### src/rtl/supv_reset_gen.sv
module supv_reset_gen #(
  parameter int HOLD_TICKS = 150,
  parameter int WD_A       = 150,
  parameter int WD_B       = 400,
  parameter int WD_C       = 800,
  parameter int LEAD_CYC   = 2
) (
  input  logic       clk,
  input  logic       por_n,
  input  logic       tick,
  input  logic       vlow,
  input  logic       valive,
  input  logic       csn_wdi,
  input  logic [1:0] wd_sel,
  input  logic       backup,
  output logic       rst_hi,
  output logic       rst_lo_n,
  output logic       warn_n
);

  localparam int MAXT = (WD_C > HOLD_TICKS) ? WD_C : HOLD_TICKS;
  localparam int CW   = $clog2(MAXT + 2);
  localparam int LW   = $clog2(LEAD_CYC + 1);

  logic          rst_q, cs_q, uv;
  logic [LW-1:0] uv_cnt;
  logic [CW-1:0] hold_cnt, wd_cnt, wd_lim;
  logic          wd_off, fall, wd_exp, cause;

  assign uv = (uv_cnt == LW'(LEAD_CYC));

  always_ff @(posedge clk or negedge por_n)
    if (!por_n) begin
      uv_cnt <= '0;
      warn_n <= 1'b0;
    end else begin
      warn_n <= ~vlow;
      if (!vlow)   uv_cnt <= '0;
      else if (!uv) uv_cnt <= uv_cnt + 1'b1;
    end

  always_comb
    case (wd_sel)
      2'd0:    wd_lim = CW'(WD_A);
      2'd1:    wd_lim = CW'(WD_B);
      default: wd_lim = CW'(WD_C);
    endcase

  assign wd_off = (wd_sel == 2'd3);
  assign fall   = cs_q & ~csn_wdi;
  assign wd_exp = !wd_off && (wd_cnt >= wd_lim);
  assign cause  = !valive | uv | wd_exp;

  always_ff @(posedge clk or negedge por_n)
    if (!por_n) begin
      cs_q   <= 1'b1;
      wd_cnt <= '0;
    end else begin
      cs_q <= csn_wdi;
      if (rst_q || wd_off || fall) wd_cnt <= '0;
      else if (tick && !backup)    wd_cnt <= wd_cnt + 1'b1;
    end

  always_ff @(posedge clk or negedge por_n)
    if (!por_n) begin
      rst_q    <= 1'b1;
      hold_cnt <= '0;
    end else if (cause) begin
      rst_q    <= 1'b1;
      hold_cnt <= '0;
    end else if (rst_q && tick) begin
      if (hold_cnt == CW'(HOLD_TICKS - 1)) begin
        rst_q    <= 1'b0;
        hold_cnt <= '0;
      end else begin
        hold_cnt <= hold_cnt + 1'b1;
      end
    end

  assign rst_hi   = rst_q;
  assign rst_lo_n = ~rst_q;

  a_r5_warn_before_reset: assert property (@(posedge clk) disable iff (!por_n)
    uv |-> !warn_n);

  a_r6_hold_bounded: assert property (@(posedge clk) disable iff (!por_n)
    hold_cnt < CW'(HOLD_TICKS));

  a_r2_release_after_hold: assert property (@(posedge clk) disable iff (!por_n)
    $fell(rst_q) |-> ($past(tick) && $past(hold_cnt) == CW'(HOLD_TICKS - 1)));

  a_r7_expiry_resets: assert property (@(posedge clk) disable iff (!por_n)
    wd_exp |=> rst_q);

  a_r9_backup_frozen: assert property (@(posedge clk) disable iff (!por_n)
    (backup && !rst_q && !fall && !wd_off) |=> $stable(wd_cnt));

  a_r10_off_no_count: assert property (@(posedge clk) disable iff (!por_n)
    wd_off |=> (wd_cnt == '0));

endmodule

### config.mk
export PLATFORM = sky130hd
export DESIGN_NAME = supv_reset_gen
export DESIGN_NICKNAME = d
export VERILOG_FILES = /design/src/rtl/supv_reset_gen.sv
export SDC_FILE = /design/constraint.sdc
export NUM_CORES = 1
export LEC_CHECK = 0
export ABC_AREA = 1
export BUFFER_PORTS_ARGS = -buffer_cell sky130_fd_sc_hd__buf_4
export CAP_MARGIN = 0
export CORE_UTILIZATION = 54
export CTS_BUF_LIST = sky130_fd_sc_hd__clkbuf_16
export CTS_CLUSTER_SIZE = 12
export DETAILED_ROUTE_END_ITERATION = 16
export GPL_TIMING_DRIVEN = 1
export PLACE_DENSITY = 0.76
export SLEW_MARGIN = 40
export SYNTH_ARGS = -nofsm -noshare
export SYNTH_HDL_FRONTEND = slang
export SYNTH_SLANG_ARGS = --single-unit
### constraint.sdc
create_clock -name clk -period 1.4 [get_ports clk]
set_input_delay 0.21 -clock clk [delete_from_list [all_inputs] [get_ports clk]]
set_output_delay 0.21 -clock clk [all_outputs]
set_load 0.05 [all_outputs]
==> results by stage, run 1 <==
Run status:
- The run finished, with violations left.
- The final reports fail on DRC, setup timing.

Timing:
- Hold timing on the final database bottoms out at a slack of 59.3 ps.
- Setup repair after global routing could not meet its margin everywhere.
- The count of final hold-check violations is 0.
- In this run the tightest slew margin relative to its limit is 0.554.
- Dividing the final minimum period by the clock period gives 1.09.
- The number of setup violations in the final report is 16.
- For this run, the top clock speed supported by timing is 0.657 GHz.
- The time the final worst path needs with I/O delays and setup is 1520 ps.
- The final setup skew is 7.33 ps.
- The number of max-slew violations in the final report is 0.
- The slew at the pin closest to its max-slew limit is 667 ps.
- The worst setup margin is -122 ps.

Placed design:
- The minimum setup slack after placement is -103 ps.
- The number of buffers inserted by port buffering is 11.
- Detailed placement ended at an HPWL of 2610 um.
- The area of placed instances is 1980 um2.
- Routability-driven placement finished with a final weighted congestion of 0.876.

Clock network:
- At the later pin of the worst-skew pair, clock insertion delay measures 260 ps.
- The TritonCTS clock tree is built.
- Clock tree synthesis selected as its root buffer the cell sky130_fd_sc_hd__clkbuf_16.
- Clock-pin slew was measured on the worst setup and hold paths at 60 ps.
- TritonCTS created 3 clock buffers.
- The number of H-tree levels is 1.
- The number of clock sinks is 25.
- The longest clock path from root to sink contains 2 buffers.

Cells and area:
- The repair_antennas step left the layout with diodes totalling 0.
- The number of fillers in the final layout is 194.
- The finished cells cover 2290 um2.
- The area growth from synthesis to final layout is 39.6%.
- The total number of nets in the final design is 290.
- The layout cell share with drive strength beyond 1 is 0.332.

Setup path:
- Data on the critical path arrives at its endpoint at 1720 ps.
- The standard cell with the maximum stage delay on the critical path is sky130_fd_sc_hd__dfrtp_1.
- The critical path goes through inv_2 > ha_4 > nand2_2 > nand2_2 > nand2_1 > nand2_1 > nand2_1 > nand2_1 > nand2_1 > nand2_2 > nand2_4 > nand2_8 > nor2_4.
- The nature of the critical path endpoint is a flop.
- STA classifies the critical path startpoint as a flop.
- In this run the worst path has a maximum fanout of 5.
- The type of the worst setup path is reg -> reg.
- STA puts the critical path data required time at 1590 ps.
- The cell that appears most often on the critical path is sky130_fd_sc_hd__nand2_1.
- The longest individual stage delay on the worst path is 400 ps.

Route:
- Dividing the detail-routed wire length by the instance count gives 13.6 um.
- The number of optimization iterations in the first detailed-route pass is 10.
- The count of unresolved DRC violations after routing is 2.
- The ratio of routed vias to standard cells is 5.24.
- The wire length after detailed routing is 4120 um.
- The starting DRC count in detailed routing is 92.
- The post-detailed-route count of antenna-violating nets is 0.
- The number of vias in the routed layout is 1581.

Synthesis:
- For this run, the leading register cell type out of synthesis is sky130_fd_sc_hd__dfrtp_1.
- Counting flops with a built-in enable in the synthesized netlist gives 0.
- In this run, synthesis produced a sequential element count of 25.
- The synthesized net count is 244.
- The post-synthesis cell type count is 28.
- By area the synthesized netlist is led by sky130_fd_sc_hd__dfrtp_1 35%, sky130_fd_sc_hd__nand2_1 11%, sky130_fd_sc_hd__inv_1 8.0%.
- In the synthesized netlist, the number of instances is 226.
- The share of async-settable or async-resettable flops after synthesis is 1.00.
- The sequential share of the synthesized area is 0.383.
- The area share of the leading cell type in the synthesized netlist is 0.351.
- The biggest area consumer among synthesized cells is sky130_fd_sc_hd__dfrtp_1.
- The number of warnings issued by yosys is 0.
- The mean post-synth cell area is 7.26 um2.
- The mapped netlist covers 1640 um2.

Floorplan:
- The floorplan has 19 rows.
- 12 I/O pins were placed.
- The initial core utilization is 0.580.
- In this run the vertical extent of the chip is 57.1 um.
- The core region is 2830 um2.
- The die is 57.1 um wide.
- The die covers 3260 um2.

GRT:
- The first-pass GRT wire length is 6420 um.
- Entering global routing, the biggest net connects 26 pins.
- The number of global-route vias before repair is 1518.
- For this run the aggregate overflow at the end of global routing stands at 0.
- The number of antenna violations at the first check in global routing came to 0.
- The global-route usage over all layers is 0.254.

Power:
- Power spread over the standard cell area amounts to 755 nW/um2.
- The leakage power is 0.00108 uW.
- IR analysis of the VDD net gives a maximum drop of 0.000505 V.

Worst hold path:
- The min-delay analysis places its worst path in the category in -> reg.

Flow run:
- The tool flagged a number of max-cap violations equal to 0.
-- cells in the mapped netlist (2+ instances only) --
cell type	count
sky130_fd_sc_hd__nand3_2	3
sky130_fd_sc_hd__inv_1	35
sky130_fd_sc_hd__nand3_1	13
sky130_fd_sc_hd__xor2_1	5
sky130_fd_sc_hd__nand3b_1	3
sky130_fd_sc_hd__ha_1	9
sky130_fd_sc_hd__o21ai_0	10
sky130_fd_sc_hd__nand4_1	4
sky130_fd_sc_hd__a21oi_1	9
sky130_fd_sc_hd__nor2_2	2
sky130_fd_sc_hd__o21ai_1	3
sky130_fd_sc_hd__nor3_1	5
sky130_fd_sc_hd__dfstp_2	2
sky130_fd_sc_hd__nand2_1	48
sky130_fd_sc_hd__nand2_2	3
sky130_fd_sc_hd__a31oi_1	2
sky130_fd_sc_hd__inv_2	3
sky130_fd_sc_hd__dfrtp_1	23
sky130_fd_sc_hd__nor2_1	35
-- registers in the layout, indices dropped and copies added, names as in the netlist --
register / count
uv_cnt: 2
cs_q: 1
rst_hi: 1
warn_n: 1
wd_cnt: 10
hold_cnt: 10
-- worst max-delay path: cells and delay by family, from the launching register on --
kind	cells	cell delay, ps
adders and majority gates	1	190
DFF	1	400
buffers and inverters	1	80
and+or+nand+nor	11	770
-- metrics by stage --
step	TNS, ps	std cells	util	total power (uW)
4_1_cts	-711	301	0.766	1700
3_5_place_dp	-967	292	0.699	1040
6_report	-1310	302	0.810	1730
5_1_grt	-2880	302	0.810	1800
2_1_floorplan	-2880	226	-	940
3_3_place_gp	-766	292	0.699	1040
-- kinds of logic after synthesis --
kind of cell	count (synthesis)	share of synthesized area
compound gates	26	0.0838
xor+xnor	5	0.0267
fa+ha+maj	9	0.0686
buf+inv	41	0.0968
flops	25	0.383
simple gates	120	0.341
-- report_power, final --
part / switching, uW / leakage (uW) / internal [uW] / total (uW)
logic: 193 / 0.000705 / 129 / 322
registers: 22.0 / 0.000336 / 756 / 778
clock network: 249 / 0.0000423 / 382 / 631
-- routing by layer --
metal | wire length (um) | vias to the layer above | track usage
met5 | 0 | - | 0
met4 | 74 | 0 | 0.108
met3 | 81 | 7 | 0.0295
met2 | 2230 | 31 | 0.469
met1 | 1740 | 736 | 0.298
li1 | - | 807 | -
-- path summary, 6_finish.rpt --
check | start | end | slack [ps] | depth (start not counted)
worst max-delay path | wd_cnt[1]$_DFFE_PN0P_ | hold_cnt[0]$_DFFE_PN0P_ | -120 | 13
worst min-delay path | csn_wdi | cs_q$_DFF_PN1_ | 60 | 1
worst max register to register | wd_cnt[1]$_DFFE_PN0P_ | hold_cnt[0]$_DFFE_PN0P_ | -120 | 13
worst min register to register | uv_cnt[1]$_DFFE_PN0P_ | uv_cnt[1]$_DFFE_PN0P_ | 530 | 2
max in group asynchronous | por_n | cs_q$_DFF_PN1_ | 710 | 2
min in group asynchronous | por_n | uv_cnt[0]$_DFFE_PN0P_ | 400 | 2
-- cell usage in the layout (no fill, tap or decap), drive strengths merged --
master       count
a21o             1
a21oi            9
a31oi            2
buf             41
clkbuf           3
clkinvlp         1
dfrtp           23
dfstp            2
dlygate4sd3      1
ha               9
inv             39
nand2           52
nand3           16
nand3b           3
nand4            5
nor2            38
nor3             7
o21ai           13
o21bai           1
xor2             5
-- final cells by class --
type	count	area (um2)	share of cell area
clock inverters	1	3.75	0.00164
repair buffers	42	357	0.156
inverters	39	150	0.0655
multi-input cells	161	1040	0.452
well taps	31	38.8	0.0169
clock buffers	3	75.1	0.0328
flip-flops and latches	25	632	0.276
-- what timing repair did --
item,in CTS,in global routing
setup buffers,3,1
hold endpoints to repair,23,0
resized for setup,19,29
setup endpoints to repair,16,21
hold buffers,1,0
cloned,1,0
pin swaps,8,6
No activity file was read; power rests on OpenSTA's default activity.
==> inputs of run 2 (changes only) <==
--- a/config.mk
+++ b/config.mk
@@ -6,14 +6,14 @@
 export NUM_CORES = 1
 export LEC_CHECK = 0
 export ABC_AREA = 1
-export BUFFER_PORTS_ARGS = -buffer_cell sky130_fd_sc_hd__buf_4
 export CAP_MARGIN = 0
-export CORE_UTILIZATION = 54
+export CORE_UTILIZATION = 56
 export CTS_BUF_LIST = sky130_fd_sc_hd__clkbuf_16
 export CTS_CLUSTER_SIZE = 12
 export DETAILED_ROUTE_END_ITERATION = 16
+export DONT_BUFFER_PORTS = 1
 export GPL_TIMING_DRIVEN = 1
-export PLACE_DENSITY = 0.76
+export PLACE_DENSITY = 0.74
 export SLEW_MARGIN = 40
 export SYNTH_ARGS = -nofsm -noshare
 export SYNTH_HDL_FRONTEND = slang
==> results by stage, run 2 (same netlist as run 1, synthesis figures left out) <==
Run status:
- The final reports fail on setup timing.
- The flow ran to the end, but the final reports show violations.

Power:
- Across the VDD grid, the largest voltage drop is 0.000657 V.
- The total power draw is 1690 uW.
- The leakage power is 0.00102 uW.
- The cell area power density is 764 nW/um2.

Flow run:
- The number of maximum-capacitance constraint violations is 0.

Floorplan:
- The floorplan step set the die height to 56.1 um.
- The placeable core area is 2760 um2.
- The die outline area is 3150 um2.
- The total number of placement rows is 19.
- 12 I/O pins were placed.
- The initial utilization of the core area, before any placement, comes to 0.595.
- The horizontal die dimension is 56.1 um.

Setup path:
- The required time at the worst-slack endpoint is 1590 ps.
- The nature of the critical path endpoint is a flop.
- The setup path with the least slack is of type reg -> reg.
- The peak fanout along the critical path is 5.
- The critical path launch point type is a flop.
- The data arrival at the endpoint of the critical path is 1720 ps.

GRT:
- The leftover overflow at the end of global routing is 0.
- The largest net degree at the start of global routing is 26.
- Across every metal layer, demand over resource in global routing totals 0.300.
- The number of antenna violations at the first check in global routing is 0.
- The first-pass GRT wire length is 7330 um.
- The number of global-route vias before repair is 1697.

Clock network:
- Counting along the longest clock path gives a buffer depth of 2.
- The TritonCTS clock tree is built.
- At the later pin of the worst-skew pair, clock insertion delay measures 250 ps.
- The buffer cell driving the clock tree root is sky130_fd_sc_hd__clkbuf_16.
- TritonCTS created 3 clock buffers.
- The clock-pin slew on the worst setup and hold paths is 60 ps.
- The number of H-tree levels is 1.
- The tree built by TritonCTS fans out to 25 sinks.

Placed design:
- At the end of routability-driven placement, the weighted congestion stood at 0.921.
- Detailed placement finished with a half-perimeter wire length of 2790 um.
- In this run the tool buffered the top-level ports with 0 buffer cells.

Timing:
- The final cycle utilization of the critical path is 1.09.
- The slew at the pin closest to its max-slew limit is 553 ps.
- The number of max-slew violations in the final report came to 0.
- The count of final hold-check violations was 0.
- Setup violations remaining at the end of the flow were counted as 17.
- Static timing analysis puts the maximum clock frequency at 0.653 GHz.
- Setup repair after global routing could not meet its margin everywhere.
- The final-layout setup total negative slack is -1690 ps.
- The worst pin sits at a relative slew slack of 0.631.
- The final setup skew is 2.01 ps.
- The time the final worst path needs with I/O delays and setup is 1530 ps.
- The worst setup margin is -132 ps.

Cells and area:
- The library cell used most frequently in the layout, excluding fill and tap cells, is sky130_fd_sc_hd__nand2_1.
- The library cells used most frequently in the layout, excluding fill and tap cells, are 42 x sky130_fd_sc_hd__nand2_1, 33 x sky130_fd_sc_hd__inv_1, 23 x sky130_fd_sc_hd__nor2_1, 23 x sky130_fd_sc_hd__dfrtp_1, 19 x sky130_fd_sc_hd__buf_4.
- The area growth from synthesis to final layout is 34.5%.
- In the final layout, the registers with the most flip-flops are hold_cnt (10), wd_cnt (10), uv_cnt (2).
- Of the cells placed in the final design, the portion with a size suffix greater than 1 is 0.299.
- The final layout contains 280 nets.
- The number of antenna diodes in the final layout is 0.

Route:
- After detailed routing, the total wire length is 4500 um.
- For this run, design rule violations remaining after detail routing come to 0.
- The starting DRC count in detailed routing is 112.
- The routed wire length per instance is 15.4 um.
- The ratio of routed vias to standard cells is 5.67.
- The final route contains 1656 vias.
- The post-detailed-route count of antenna-violating nets is 0.
- The first TritonRoute pass finished after 4 iterations.

Worst hold path:
- The worst hold path belongs to the class in -> reg.
-- run 2: cell types whose count changed in the layout (fill, tap and decap cells not counted), moves of 2 or more --
cell                      before  now
sky130_fd_sc_hd__buf_4        34   19
sky130_fd_sc_hd__buf_6         5    8
sky130_fd_sc_hd__ha_1          8    6
sky130_fd_sc_hd__ha_2          0    2
sky130_fd_sc_hd__nand2_4       2    4
sky130_fd_sc_hd__nor3_2        3    1
sky130_fd_sc_hd__o21ai_2       2    0
-- run 2: final timing paths --
path                                       start                       to  slack [ps]  cells past startpoint
hold reg to reg            uv_cnt[1]$_DFFE_PN0P_    uv_cnt[1]$_DFFE_PN0P_         530                      2
hold / removal                              vlow         warn_n$_DFF_PN0_          20                      1
setup reg to reg           wd_cnt[1]$_DFFE_PN0P_  hold_cnt[0]$_DFFE_PN0P_        -130                     13
setup / recovery           wd_cnt[1]$_DFFE_PN0P_  hold_cnt[0]$_DFFE_PN0P_        -130                     13
min in group asynchronous                  por_n    wd_cnt[9]$_DFFE_PN0P_         500                      2
max in group asynchronous                  por_n           cs_q$_DFF_PN1_         520                      2
-- run 2: final cells by class --
type,instances,area (um2)
flip-flops and latches,25,632
inverters,39,155
multi-input cells,161,1010
clock inverters,1,3.75
well taps,31,38.8
fillers,170,549
repair buffers,32,293
clock buffers,3,75.1
-- run 2: worst max-delay path, stage by stage (launching register included) --
cell	delay [ps]
sky130_fd_sc_hd__dfrtp_1	400
sky130_fd_sc_hd__inv_2	80
sky130_fd_sc_hd__ha_4	190
sky130_fd_sc_hd__nand2_2	70
sky130_fd_sc_hd__nand2_2	60
sky130_fd_sc_hd__nand2_2	60
sky130_fd_sc_hd__nand2_1	60
sky130_fd_sc_hd__nand2_1	60
sky130_fd_sc_hd__nand2_1	50
sky130_fd_sc_hd__nand2_1	70
sky130_fd_sc_hd__nand2_2	60
sky130_fd_sc_hd__nand2_4	100
sky130_fd_sc_hd__nand2_4	90
sky130_fd_sc_hd__nor2_2	120
-- run 2: what timing repair did --
item / in CTS / in global routing
resized for setup: 19 / 31
hold buffers: 2 / 1
setup endpoints to repair: 22 / 22
hold endpoints to repair: 26 / 23
pin swaps: 12 / 15
setup buffers: 15 / 2
cloned: 1 / 0
-- run 2: through the flow --
step	instance area [um2]	setup WS [ps]	std cells	utilization	hold slack, ps
after floorplan	1660	-328	226	-	-85.6
after global placement	1810	-67.1	270	0.657	-85.1
after detailed placement	1810	-156	270	0.657	-85.0
after CTS	2090	-111	291	0.759	21.3
after global routing	2210	-249	292	0.801	30.0
final	2210	-132	292	0.801	19.8
-- run 2: routing by layer --
layer	up-vias	GRT usage	wire, um	share of wire
met5	-	0	0	0
met2	43	0.549	2460	0.55
li1	786	-	-	-
met4	0	0.153	183	0.041
met3	17	0.0326	120	0.027
met1	810	0.342	1730	0.39
-- run 2: power breakdown --
part / switching (uW) / internal [uW] / leakage, uW
sequential: 26.3 / 757 / 0.000336
combinational: 179 / 112 / 0.000640
clock: 231 / 381 / 0.0000423
total: 437 / 1250 / 0.00102
